File: src/rtl/eirq_pkg.sv
package eirq_pkg;
  typedef enum logic {
    SEL_PEND = 1'b0,
    SEL_MASK = 1'b1
  } core_sel_e;

  localparam logic [3:0] BE_WORD = 4'hF;
endpackage

File: src/rtl/eirq_num_dec.sv
module eirq_num_dec #(
  parameter int W = 32,
  localparam int IDXW = $clog2(W)
) (
  input  logic [IDXW-1:0] num,
  output logic [W-1:0]    onehot
);
  // number n selects bit W-1-n (reversed order)
  for (genvar i = 0; i < W; i++) begin : g_bit
    assign onehot[i] = (int'(num) == (W - 1 - i));
  end
endmodule

File: src/rtl/eirq_regs.sv
module eirq_regs #(
  parameter int W = 32
) (
  input  logic         clk,
  input  logic         rst,
  input  logic [W-1:0] set_vec,
  input  logic [W-1:0] clr_vec,
  input  logic         mask_we,
  input  logic [W-1:0] mask_val,
  output logic [W-1:0] pend_q,
  output logic [W-1:0] mask_q,
  output logic         irq_q
);
  logic [W-1:0] pend_d;
  logic [W-1:0] mask_d;

  always_comb begin
    // clear first, then set: a fresh request is never lost
    pend_d = (pend_q & ~clr_vec) | set_vec;
    mask_d = mask_we ? mask_val : mask_q;
  end

  always_ff @(posedge clk) begin
    if (rst) begin
      pend_q <= '0;
      mask_q <= '0;
      irq_q  <= 1'b0;
    end else begin
      pend_q <= pend_d;
      mask_q <= mask_d;
      irq_q  <= |(pend_d & mask_d);
    end
  end
endmodule

File: src/rtl/eirq_accept.sv
module eirq_accept (
  input  logic clk,
  input  logic rst,
  input  logic nmi_req,
  input  logic psw_ien,
  input  logic irq_line,
  output logic take_nmi,
  output logic take_ext
);
  always_ff @(posedge clk) begin
    if (rst) begin
      take_nmi <= 1'b0;
      take_ext <= 1'b0;
    end else begin
      take_nmi <= nmi_req;
      take_ext <= !nmi_req && psw_ien && irq_line;
    end
  end
endmodule

File: src/rtl/eirq_unit.sv
module eirq_unit #(
  parameter int W = 32
) (
  input  logic         clk,
  input  logic         rst,
  input  logic         bus_valid,
  input  logic         bus_we,
  input  logic [3:0]   bus_be,
  input  logic [W-1:0] bus_wdata,
  output logic         bus_rvalid,
  output logic [W-1:0] bus_rdata,
  input  logic         core_we,
  input  logic         core_sel,
  input  logic [W-1:0] core_wdata,
  input  logic         tmr_alarm,
  input  logic         psw_ien,
  input  logic         nmi_req,
  output logic         irq_out,
  output logic         take_nmi,
  output logic         take_ext
);
  import eirq_pkg::*;

  localparam int IDXW = $clog2(W);

  logic         bus_ok;
  logic         bus_wr;
  logic         bus_rd;
  logic [W-1:0] dec_vec;
  logic [W-1:0] bus_set_vec;
  logic [W-1:0] tmr_vec;
  logic [W-1:0] set_vec;
  logic [W-1:0] clr_vec;
  logic         mask_we;
  logic [W-1:0] pend_q;
  logic [W-1:0] mask_q;
  core_sel_e    sel;

  assign sel    = core_sel_e'(core_sel);
  assign bus_ok = bus_valid && (bus_be == BE_WORD);
  assign bus_wr = bus_ok && bus_we;
  assign bus_rd = bus_ok && !bus_we;

  eirq_num_dec #(.W(W)) u_dec (
    .num    (bus_wdata[IDXW-1:0]),
    .onehot (dec_vec)
  );

  assign bus_set_vec = bus_wr ? dec_vec : '0;
  assign tmr_vec     = {tmr_alarm, {(W-1){1'b0}}};
  assign set_vec     = bus_set_vec | tmr_vec;
  assign clr_vec     = (core_we && sel == SEL_PEND) ? core_wdata : '0;
  assign mask_we     = core_we && sel == SEL_MASK;

  eirq_regs #(.W(W)) u_regs (
    .clk      (clk),
    .rst      (rst),
    .set_vec  (set_vec),
    .clr_vec  (clr_vec),
    .mask_we  (mask_we),
    .mask_val (core_wdata),
    .pend_q   (pend_q),
    .mask_q   (mask_q),
    .irq_q    (irq_out)
  );

  eirq_accept u_acc (
    .clk      (clk),
    .rst      (rst),
    .nmi_req  (nmi_req),
    .psw_ien  (psw_ien),
    .irq_line (irq_out),
    .take_nmi (take_nmi),
    .take_ext (take_ext)
  );

  always_ff @(posedge clk) begin
    if (rst) begin
      bus_rvalid <= 1'b0;
      bus_rdata  <= '0;
    end else begin
      bus_rvalid <= bus_rd;
      if (bus_rd) bus_rdata <= pend_q;
    end
  end
endmodule

File: config.mk
export PLATFORM = sky130hd
export DESIGN_NAME = eirq_unit
export DESIGN_NICKNAME = d
export VERILOG_FILES = /design/src/rtl/eirq_pkg.sv /design/src/rtl/eirq_num_dec.sv /design/src/rtl/eirq_regs.sv /design/src/rtl/eirq_accept.sv /design/src/rtl/eirq_unit.sv
export SDC_FILE = /design/constraint.sdc
export NUM_CORES = 1
export LEC_CHECK = 0
export BUFFER_PORTS_ARGS = -buffer_cell sky130_fd_sc_hd__buf_2
export CAP_MARGIN = 20
export CORE_ASPECT_RATIO = 0.8
export CORE_MARGIN = 5
export CORE_UTILIZATION = 55
export DETAILED_ROUTE_END_ITERATION = 10
export PLACE_DENSITY = 0.93
export SLEW_MARGIN = 20
export SYNTH_ARGS = -nofsm -noshare
export SYNTH_HDL_FRONTEND = slang
export SYNTH_SLANG_ARGS = --single-unit
File: constraint.sdc
create_clock -name clk -period 2.3 [get_ports clk]
set_input_delay 0.345 -clock clk [delete_from_list [all_inputs] [get_ports clk]]
set_output_delay 0.345 -clock clk [all_outputs]
set_load 0.01 [all_outputs]
==> summary.txt <==
Clocking
  • Clock sink count: 100
  • CTS Root Buffer Type: clkbuf_8
  • Number of buffers created by CTS: 9
  • CTS tree: yes
  • Hold-fix buffers, CTS: 0
  • Register clock-pin slew on the reported worst setup and hold paths: 0.09 ns
  • Post-cts gate resize count: 0
  • Number of setup buffers added after CTS: 0
  • Level count of the clock H-tree: 3
  • Max clock buf depth: 2
  • Clock latency of the later-clocked register in the worst-skew pair: 0.36 ns

Job
  • Max-cap violation count: 0

Placed design
  • DP HPWL: 7540 µm
  • Number of port buffers: 85
  • Cell count after placement: 592
  • Global placement routability congestion: 0.857

Global routing
  • Maximum number of pins on one net before global-route repair: 101
  • Grt total ovfl: 0
  • Wire length of the first global-routing pass: 16,700 µm
  • Vias in the first global route: 3,430
  • Number of antenna violations at the first check in global routing: 0
  • Total Routing Usage GR: 0.233

Timing
  • Count of endpoints failing hold in the final timing report: 0
  • Clock skew after layout: 0.00900 ns
  • Fin crit period: 1.70 ns
  • Transition time at the pin with the least slew margin: 0.530 ns
  • Unrepaired setup endpoints after global routing: false
  • Setup violation total in the final timing report: 0
  • Number of max-slew violations in the final report: 0
  • Relative slew slack: 0.644
  • Period utilization: 0.738
  • Achievable clock frequency: 589 MHz
  • Final total negative setup slack: 0 ns

Cells and area
  • Top library cells by usage in the layout, fill and taps aside: dfxtp_1, nand2_1, buf_2
  • Footprint of the multi-input gates: 1830 µm²
  • Most common library cell in the layout ignoring fill and taps: dfxtp_1
  • Number of nets in the layout: 593
  • Antenna diode count: 0
  • Share of final-layout standard cells stronger than drive strength 1: 0.251
  • Layout filler cell count: 552
  • Register area: 2000 µm²
  • Area growth from synthesis to layout: 18.5%
  • Filler-free cell count of the finished design: 608

Route
  • First-iteration detailed-routing DRC count: 311
  • Post-detailed-route via-to-cell ratio: 5.74
  • WL per Instance: 17.0 µm
  • Remaining DRCs: 0
  • Routed wire length: 10,300 µm
  • Routed Antenna Nets: 0
  • Number of vias in the routed layout: 3,488
  • Number of search-and-repair iterations in the first detailed-routing pass: 5

Worst setup path
  • Slowest cell delay on critical path: 0.38 ns
  • Worst-case reg-to-reg path depth: 5
  • Crit path launch type: primary input
  • Maximum fanout along the worst path: 8
  • Required time reported for the critical path endpoint: 2.52 ns
  • Critical-path top delay cell: nor4_2
  • Internal reg-to-reg setup slack: 0.84 ns
  • Worst setup path class: in2reg
  • Worst-path cell chain: buf_2 -> and3b_1 -> and3_1 -> o21bai_2 -> o221ai_2 -> nor4_2 -> a41oi_2
  • Crit path capture type: register
  • Arrival time at the worst endpoint: 1.91 ns

Floorplan
  • Horizontal extent of the die: 105 µm
  • Die Y: 85.8 µm
  • Core ar.: 6930 µm²
  • Initial standard-cell utilization of the core: 0.571
  • Die Footprint: 9000 µm²
  • Cell row count: 27
  • Top-Level Pins: 113

Worst hold path
  • Min-Delay Path Depth: 2
  • Worst hold-check path type: in2reg

Pwr
  • Maximum ir drop on the vdd rail: 0.000480 V
  • Pwr Density: 661 nW/µm²
  • Lkg Pwr: 2.02 nW
  • Total power of the final layout: 0.00310 W

Synth
  • Syn. warnings: 0
  • Gate count of the mapped netlist: 435
  • Register area share after synthesis: 0.506
  • Mean Syn Cell Area: 9.09 µm²
  • Syn Nets: 512
  • FF+latch count, synth: 100
  • Number of distinct standard cells referenced by the synthesized netlist: 41
  • Mapped Area: 3960 µm²

Run status
  • Status: finished, final reports clean
-- per-layer routing --
layer | GRT usage | wire length, µm | up-vias
met3 | 0.0790 | 1090 | 13
met5 | 0 | 0 | -
met4 | 0.0511 | 100 | 0
li1 | - | - | 1662
met1 | 0.295 | 4260 | 1646
met2 | 0.387 | 4870 | 167
-- metrics by stage --
step | cell area [µm²] | worst slack [ns] | utilization | hold WS, ns
after floorplan | 3960 | 0.626 | - | 0.421
after global placement | 4490 | 0.366 | 0.648 | 0.438
after detailed placement | 4490 | 0.263 | 0.648 | 0.444
after CTS | 4690 | 0.649 | 0.677 | 0.133
after global routing | 4690 | 0.564 | 0.677 | 0.123
final | 4690 | 0.602 | 0.677 | 0.147
-- cell families (layout without fill, tap and decap cells) --
logic type / after synthesis / count (layout) / share of synthesized area
and+or+nand+nor: 183 / 183 / 0.222
DFF: 100 / 100 / 0.506
AOI/OAI and AO/OA: 93 / 93 / 0.158
muxes: 32 / 32 / 0.0810
buffers and inverters: 27 / 113 / 0.0329
-- final cells by class --
type	count	share of cell area
Tap cell	87	0.0232
Inverter	1	0.000801
Multi-Input combinational cell	308	0.390
Clock buffer	14	0.0390
Sequential cell	100	0.427
Timing Repair Buffer	96	0.116
Clock inverter	2	0.00347
-- synth_stat cells --
cell	count	area (µm²)
a41oi_2	1	16.3
buf_4	3	22.5
buf_2	8	40.0
o22ai_2	1	12.5
clkbuf_1	14	52.6
nor2b_4	1	13.8
mux2i_1	32	320
a21oi_2	1	8.76
nor4bb_1	1	10.0
o22ai_1	13	81.3
nor3b_2	2	25.0
a22oi_1	14	105
nor4_4	2	42.5
nor2b_1	1	6.26
nor3_4	1	16.3
a221oi_2	1	15.0
buf_6	1	11.3
nand2_1	88	330
a21boi_0	9	67.6
and4_1	2	17.5
a32oi_1	3	26.3
a31oi_1	5	31.3
nor2_1	68	255
nor3_2	1	10.0
nand2b_1	2	12.5
o221ai_2	1	15.0
and3_1	2	12.5
a22oi_2	1	12.5
and2_4	1	8.76
nor4_1	3	18.8
nand3b_1	2	15.0
nand4_4	1	21.3
a21boi_1	4	30.0
dfxtp_1	100	2000
and3b_1	1	8.76
nor4_2	2	25.0
inv_1	1	3.75
o21bai_2	1	11.3
nor4b_4	1	23.8
a21oi_1	38	190
nand2_2	1	6.26
-- power by group --
part           switching, W  internal (W)
Combinational      0.000153     0.0000950
Clock              0.000567      0.000515
Sequential        0.0000103       0.00176
-- critical path: cells and delay by family --
kind                   cells  cell delay (ns)
AND/OR/NAND/NOR            3             1.00
AO/OA/AOI/OAI              3             0.42
buffers and inverters      1             0.14
-- sequential cells by signal, summed over array words and instances, names as in the netlist --
signal	count
bus_rdata	32
u_regs.pend_q	32
u_regs.irq_q	1
bus_rvalid	1
u_acc.take_ext	1
u_acc.take_nmi	1
u_regs.mask_q	32
-- path summary, 6_finish.rpt --
kind	startpoint	endpoint
max	bus_we	u_regs.irq_q
min	nmi_req	u_acc.take_ext
max reg2reg	u_regs.pend_q[20]	u_regs.irq_q
min reg2reg	u_regs.pend_q[18]	bus_rdata[18]
Power figures use the tool's default switching activity.
